`config.mk`:
```
export PLATFORM = sky130hd
export DESIGN_NAME = zc_fall_debounce
export DESIGN_NICKNAME = d
export VERILOG_FILES = /design/src/rtl/zc_fall_debounce.sv
export SDC_FILE = /design/constraint.sdc
export NUM_CORES = 1
export LEC_CHECK = 0
export BUFFER_PORTS_ARGS = -buffer_cell sky130_fd_sc_hd__buf_2
export CAP_MARGIN = 20
export CORE_MARGIN = 3
export CORE_UTILIZATION = 51
export CTS_CLUSTER_DIAMETER = 120
export DETAILED_ROUTE_END_ITERATION = 10
export PLACE_DENSITY_LB_ADDON = 0.12
export RECOVER_POWER = 50
export SLEW_MARGIN = 20
export SYNTH_ARGS = -nofsm -noshare
export SYNTH_HDL_FRONTEND = slang
export SYNTH_SLANG_ARGS = --single-unit
```
`constraint.sdc`:
```
create_clock -name clk -period 1.6 [get_ports clk]
set_input_delay 0.32 -clock clk [delete_from_list [all_inputs] [get_ports clk]]
set_output_delay 0.32 -clock clk [all_outputs]
set_load 0.01 [all_outputs]
```
`src/rtl/zc_fall_debounce.sv`:
```
module zc_fall_debounce #(
  parameter int TICK_DIV    = 12000,
  parameter int QUAL_TICKS  = 2,
  parameter int SYNC_STAGES = 2
) (
  input  logic clk,
  input  logic rst,
  input  logic raw_in,
  output logic filt_out,
  output logic rise_stb
);
  localparam int PW = (TICK_DIV > 1) ? $clog2(TICK_DIV) : 1;
  localparam int QW = $clog2(QUAL_TICKS + 1);

  logic [SYNC_STAGES-1:0] sync_q;
  logic [PW-1:0]          pre_q;
  logic [QW-1:0]          qual_q;

  wire s_in      = sync_q[SYNC_STAGES-1];
  wire tick      = (pre_q == PW'(TICK_DIV - 1));
  wire last_tick = tick && (qual_q == QW'(QUAL_TICKS - 1));

  always_ff @(posedge clk) begin
    if (rst) sync_q <= '0;
    else     sync_q <= {sync_q[SYNC_STAGES-2:0], raw_in};
  end

  always_ff @(posedge clk) begin
    if (rst || tick) pre_q <= '0;
    else             pre_q <= pre_q + 1'b1;
  end

  always_ff @(posedge clk) begin
    if (rst) begin
      filt_out <= 1'b0;
      qual_q   <= '0;
      rise_stb <= 1'b0;
    end else begin
      rise_stb <= s_in & ~filt_out;
      if (s_in) begin
        filt_out <= 1'b1;
        qual_q   <= '0;
      end else if (!filt_out) begin
        qual_q   <= '0;
      end else if (last_tick) begin
        filt_out <= 1'b0;
        qual_q   <= '0;
      end else if (tick) begin
        qual_q   <= qual_q + 1'b1;
      end
    end
  end

  AST_RESET_CLEARS: assert property (@(posedge clk) rst |=> !filt_out && !rise_stb);
  AST_RISE_FOLLOWS: assert property (@(posedge clk) disable iff (rst) s_in |=> filt_out);
  AST_STB_SINGLE: assert property (@(posedge clk) disable iff (rst) rise_stb |=> !rise_stb);
  AST_STB_ON_RISE: assert property (@(posedge clk) disable iff (rst) rise_stb |-> filt_out && !$past(filt_out));
  AST_FALL_ON_TICK: assert property (@(posedge clk) disable iff (rst) $fell(filt_out) |-> !$past(s_in) && $past(tick));
  AST_QUAL_BOUND: assert property (@(posedge clk) disable iff (rst) qual_q < QW'(QUAL_TICKS));
endmodule

```
## Word-level counts from Yosys, hierarchy flattened

Index checks and enable logic that the tools add are counted.

| cells by class | value |
|---|---|
| $add $sub $neg | 2 |
| multiply operators | 0 |
| div/mod/pow operators | 0 |
| order comparisons | 0 |
| equality and inequality tests | 2 |
| shift operators | 0 |
| muxes and demuxes | 3 |
| bitwise operators | 2 |
| reduce and logical (&&, ||, !) cells | 3 |

Operators by type and width:

| kind | number |
|---|---|
| adder 14 x 1 -> 14 bit (second input constant) | 1 |
| == test 14 bit (second input constant) | 1 |
| OR reduction 4 bit | 1 |
| two-way mux 1 bit | 3 |
| adder 2 x 1 -> 2 bit (second input constant) | 1 |
| == test 2 x 1 -> 1 bit (second input constant) | 1 |
| bitwise AND 1 bit | 1 |
| logical AND 1 bit | 1 |
| logical OR 1 bit | 1 |
| NOT 1 bit | 1 |

| storage, ports and cells | value |
|---|---|
| register bits after elaboration | 20 |
| bits in latches | 0 |
| RAM bits | 0 |
| memory bits (read-only) | 0 |
| input bits | 3 |
| output and inout bits | 2 |
| word-level logic and storage cells | 17 |
| memories kept | 0 |

## Logic depth before layout (Yosys ltp)

Gate-level depths: netlist of run 1.

| depth | value |
|---|---|
| depth in word-level cells | 5 |
| gate-level depth with buffers | 6 |
| depth with buffers taken out | 5 |

## Least setup slack after synthesis of run 1

Ideal clock, no wire load.

| timing | value |
|---|---|
| path kind | register -> register |
| from | reg pre_q[0] |
| to | reg pre_q[10] |
| library setup time | 0.117 ns |
| data arrival time | 1.382 ns |
| path slack | 0.101 ns |
| stages on the path, launching flop included | 7 |
| buffers on the path | 1 |
| clock period less this slack | 1.499 ns |
| path through | dfxtp_1 > ha_1 > and4_2 > nand4_2 > nand2b_1 > buf_2 > nor2_1 |

| between the ends | value |
|---|---|
| word-level cells in the longest chain between the ends | 2 |
| elaborated cells on any way between the ends | 3 |

RTL lines:

| item | line | text |
|---|---|---|
| start, declared | 16 | `logic [PW-1:0] pre_q;` |
| start signal, assigned | 30 | `else pre_q <= pre_q + 1'b1;` |
| parallel branches: the longest is 2 deep, another holds adder 14 x 1 -> 14 bit | - |  |

Several ways; the timed one is not identified.
A chain may end at the register's enable or synchronous reset.

## Worst setup path in the final report of run 1

| timing | value |
|---|---|
| from | reg pre_q[5] |
| to | reg pre_q[13] |

Same word-level chain as after synthesis.

==> results of run 1 <==
==> synth_stat cells <==
cell type,instances
nor4b_4,1
o21ba_2,1
ha_1,2
nor4_1,1
nand3_1,5
nand2b_1,1
nor3_1,4
o21a_1,1
xor2_1,6
nor3b_1,2
nor2b_1,2
and4_1,1
and4_2,1
nand4_2,1
or2_1,1
and3_1,2
nor2_1,14
inv_1,3
xnor2_1,5
nand4_1,4
or3_1,2
buf_6,1
or3b_2,1
buf_2,1
a21oi_1,2
nand2_1,5
or2_2,1
dfxtp_1,20
==> cells by family after synthesis <==
family,Yosys count,synth area share
flip-flops,20,0.4658
AO/OA/AOI/OAI,4,0.03203
adder cells (fa/ha/maj),2,0.02911
buffers and inverters,5,0.03202
AND/OR/NAND/NOR,49,0.3290
XOR/XNOR,11,0.1121
==> power groups by stage <==
stage               Combinational, mW  Clock [mW]  Sequential (mW)
finish                         0.0450       0.287            0.516
global route                   0.0524       0.314            0.518
CTS                            0.0470       0.296            0.516
detailed placement             0.0465           0            0.527
global placement               0.0456           0            0.526
floorplan                      0.0199           0            0.529
==> cell type report <==
| class | instances | area [µm²] |
|---|---|---|
| Fill cell | 144 | 565.5 |
| Timing Repair Buffer | 9 | 66.31 |
| Clock buffer | 4 | 36.28 |
| Inverter | 3 | 11.26 |
| Multi-Input combinational cell | 66 | 441.7 |
| Tap cell | 16 | 20.02 |
| Sequential cell | 20 | 400.4 |
==> sequential cells by signal, summed over array words and instances, names as in the netlist <==
register,count
filt_out,1
rise_stb,1
pre_q,14
sync_q,2
qual_q,2
==> worst max-delay path, stage by stage (launching register included) <==
cell and delay, ps:
dfxtp_1 530, nand3_1 210, or2_1 270, o21a_1 190, o21ba_2 200
==> timing repair <==
item                                    CTS  global route
gates resized for setup                   0             2
hold endpoints to repair                  0             0
endpoints found under the setup margin    0             4
==> layer usage <==
layer | up-vias | track usage | share of wire
met4 | 0 | 0.08287 | 0.0082
met5 | - | 0 | 0
met1 | 291 | 0.1837 | 0.46
met2 | 4 | 0.2547 | 0.51
li1 | 334 | - | -
met3 | 2 | 0.03448 | 0.023
==> path summary, 6_finish.rpt <==
check                           cells after the start                  from              endpoint
worst max register to register                      4   pre_q[5]$_SDFF_PP0_  pre_q[13]$_SDFF_PP0_
worst min-delay path                                2                raw_in  sync_q[0]$_SDFF_PP0_
worst max-delay path                                4   pre_q[5]$_SDFF_PP0_  pre_q[13]$_SDFF_PP0_
worst min register to register                      1  sync_q[0]$_SDFF_PP0_  sync_q[1]$_SDFF_PP0_
==> results.md, run 1 <==
- Status: completed
- Design Power: 0.8484 mW
- Syn Area/Cell: 9.446 µm²
- Max-Cap Viols: 0
- Worst Hold Class: input pin to flop
- Worst Path Required: 1800 ps
- WL final: 1.456 mm
- Commonest cells after routing, fill and taps aside: 20 x dfxtp_1, 14 x nor2_1, 6 x xor2_1
- DP HPWL: 1.048 mm
- Util after Layout: 0.6331
- Post-synth top area cell: dfxtp_1
- CTS Buffer Depth: 2
- DRC: 0
- Max FO, Critical Path: 7
- Synth Register Bits: 20
- Port Buffers: 4
- Htree depth: 1
- Fin crit share: 0.9300
- Final non-filler cell total: 118
- Skew-Pair Late Insertion Delay: 290 ps
- Drt pass-1 iters: 2
- I/O pins: 5
- Fmax: 0.6721 GHz
- Placed Cells incl. Taps: 114
- CTS sink count: 20
- Sequential power share: 0.608
- FF-to-FF setup slack: 110 ps
- Layout cells sized above 1: 0.1569
- Die height: 47.06 µm
- Setup TNS: 0 ps
- Post-Syn Nets: 96
- TritonCTS buffer count: 3
- Placed Area: 933.4 µm²
- Setup ws final: 112.1 ps
- GRT Overall Usage: 0.1538
- Peak supply drop: 0.6631 mV
- WP data arrival: 1690 ps
- Slew of the pin with the lowest slew margin: 324.5 ps
- Die Area: 2214 µm²
- Initial Utilization: 0.5576
- Nets: 108
- Synthesis-to-finish area growth: 13.54%
- Final Hold Viols: 0
- Routed wire per std cell: 12.34 µm
- DIE WIDTH: 47.06 µm
- CTS tree: yes
- Largest net degree at the start of global routing: 13
- Post-synth top area share: 0.4658
- WHS: 236.4 ps
- Synth area leaders: dfxtp_1 47%, nor2_1 6.1%, xor2_1 6.1%, xnor2_1 5.1%, ha_1 2.9%
- Type of the worst setup path: flop to flop
- 1st-iter DRT viols: 2
- Inserted Diodes: 0
- Static Leakage: 0.3620 nW
- Synthesized area: 859.6 µm²
- RSZ-0062 raised after global routing: no
- Internal power: 0.6709 mW
- Finished Cell Area: 975.9 µm²
- Vias in the first global route: 613
- Post-route minimum period: 1488 ps
- Core ar.: 1541 µm²
- Yosys cell types: 28
- Combinational Power Share: 0.053
- Final setup fails: 0
- Initial antenna violation count: 0
- Antenna Nets Post-Route: 0
- Vias: 631
- Clock share of power: 0.339
- Max-slew headroom: 0.7834
- Post-CTS Setup Repair Bufs: 0
- Final Skew: 1.517 ps
- Clock transition at the registers of the reported paths: 110 ps
- Syn Inst Count: 91
- Sw frac: 0.2092
- Commonest non-fill, non-tap cell in the layout: dfxtp_1
- Placement Setup Slack: 95.23 ps
- Slew Limit Fails: 0
- CTS Root Cell: clkbuf_4
- Yosys warns: 0
- GPL Wtd Cong: 0.7063
- First-pass GRT wire length: 2.408 mm
- Via density per instance: 5.347
- Kind of start point of the critical path: flop
- Sequential element share of the synthesized area: 0.4658
- Hold Buf Count CTS: 0
- Switching power: 0.1774 mW
- Power Dens Cells: 869.3 nW/µm²
- CP Capture Type: flop
- GRT Residual Overflow: 0
- Rows: 14
No activity file was read; power rests on OpenSTA's default activity.
==> run 2, diff against run 1 <==
==> constraint.sdc (replaced) <==
create_clock -name clk -period 1.6 [get_ports clk]
set_input_delay 0.08 -clock clk [delete_from_list [all_inputs] [get_ports clk]]
set_output_delay 0.08 -clock clk [all_outputs]
set_load 0.01 [all_outputs]
==> results.md, run 2 (synthesized netlist as in run 1, its figures left out) <==
- WP data arrival: 1690 ps
- CP Capture Type: flop
- Via density per instance: 5.350
- Vias: 642
- Fin crit share: 0.9316
- Reg-to-reg critical path startpoint: pre_q[5]$_SDFF_PP0_
- Placed Area: 933.4 µm²
- 1st-iter DRT viols: 5
- Worst Hold Class: flop to flop
- DIE WIDTH: 47.06 µm
- Top flop regs: pre_q (14), qual_q (2), sync_q (2)
- Worst-path cell chain: nand3_1 > or2_1 > o21a_1 > o21ba_2
- Worst path buffer plus inverter count: 0
- Vias in the first global route: 613
- TritonCTS buffer count: 3
- Inserted Diodes: 0
- Die height: 47.06 µm
- DRC: 0
- First-pass GRT wire length: 2.408 mm
- Status: completed
- Skew-Pair Late Insertion Delay: 290 ps
- Routed wire per std cell: 12.48 µm
- Max FO, Critical Path: 7
- Kind of start point of the critical path: flop
- Setup TNS: 0 ps
- CP max-delay cell: dfxtp_1
- RSZ-0062 raised after global routing: no
- Drt pass-1 iters: 2
- Commonest cells after routing, fill and taps aside: 20 x dfxtp_1, 14 x nor2_1, 6 x xor2_1
- Initial Utilization: 0.5576
- FF-to-FF setup slack: 110 ps
- WL final: 1.498 mm
- Util after Layout: 0.6461
- Port Buffers: 4
- I/O pins: 5
- GRT Residual Overflow: 0
- Antenna Nets Post-Route: 0
- CTS tree: yes
- Hold path depth: 1
- Final setup fails: 0
- Type of the worst setup path: flop to flop
- Largest register FFs: 14
- Post-route minimum period: 1490 ps
- Worst Path Required: 1800 ps
- Cell family with the largest share of critical-path delay: flip-flops
- Post-CTS Setup Repair Bufs: 0
- GPL Wtd Cong: 0.7063
- Clock transition at the registers of the reported paths: 110 ps
- CTS Buffer Depth: 2
- GRT Overall Usage: 0.1538
- Finished Cell Area: 996.0 µm²
- Slew Limit Fails: 0
- Worst Hold Path EP: sync_q[1]$_SDFF_PP0_
- Rows: 14
- Htree depth: 1
- Slew of the pin with the lowest slew margin: 327.0 ps
- Initial antenna violation count: 0
- Layout cells sized above 1: 0.1538
- Peak supply drop: 0.6631 mV
- Static Leakage: 0.3704 nW
- Final Skew: 1.619 ps
- Nets: 110
- CTS sink count: 20
- Hold wc startpoint: sync_q[0]$_SDFF_PP0_
- Die Area: 2214 µm²
- FILL cells: 143
- Final Hold Viols: 0
- Core ar.: 1541 µm²
- Max-Cap Viols: 0
- DP HPWL: 1.048 mm
- Largest register by flop count: pre_q
- Commonest non-fill, non-tap cell in the layout: dfxtp_1
- R2R cell count: 4
- CP max stage delay: 530 ps
- Largest net degree at the start of global routing: 13
- Reg-to-Reg End: pre_q[13]$_SDFF_PP0_
- CTS Root Cell: clkbuf_4
- Worst Setup SP: pre_q[5]$_SDFF_PP0_
- Fmax: 0.6709 GHz
- Max-slew headroom: 0.7817
- Power Dens Cells: 855.8 nW/µm²
- Synthesis-to-finish area growth: 15.87%
## run 2: how the worst max path moves through the flow
stage / end / depth (start not counted)
floorplan: pre_q[10]$_SDFF_PP0_ / 6
global placement: qual_q[1]$_SDFFE_PP0P_ / 5
detailed placement: qual_q[0]$_SDFFE_PP0P_ / 5
CTS: qual_q[0]$_SDFFE_PP0P_ / 5
global route: qual_q[1]$_SDFFE_PP0P_ / 5
finish: pre_q[13]$_SDFF_PP0_ / 4
## run 2: area by class of cell
class	instances	area [µm²]	share of cell area
tap	16	20.02	0.02010
sequential	20	400.4	0.4020
multi-input combinational	66	441.7	0.4435
clock buffer	4	36.28	0.03643
timing repair buffer	11	86.33	0.08668
inverter	3	11.26	0.01131
## run 2: metal layers
metal	wire, µm	GRT usage
met5	0	0
met4	12	0.08287
met3	30	0.03448
met2	771	0.2547
met1	683	0.1837
## run 2: timing repair
action | 4_1_cts | 5_1_grt
endpoints found under the setup margin | 0 | 4
hold buffers | 1 | 1
gates resized for setup | 0 | 2
hold endpoints to repair | 1 | 1
## run 2: worst reg2reg max path, delay by kind of cell, from the launching register on
family          cells  cell delay, ps
simple gates        2             480
compound gates      2             390
flops               1             530
## run 2: power breakdown
part           internal (mW)  total (mW)  switching, mW  leakage (nW)
Combinational         0.0269      0.0489         0.0220         0.187
Clock                  0.139       0.287          0.149        0.0210
Sequential             0.508       0.516        0.00753         0.162
## run 2: metrics by stage
step / setup WS (ps) / total power, mW / instances / hold WS (ps)
detailed placement: 95.23 / 0.5735 / 114 / 305.8
global placement: 147.6 / 0.5720 / 114 / 294.9
floorplan: 100.7 / 0.5485 / 91 / 151.6
finish: 109.5 / 0.8524 / 120 / 448.6
CTS: 67.77 / 0.8610 / 119 / 1.108
global route: 14.76 / 0.8880 / 120 / 462.1
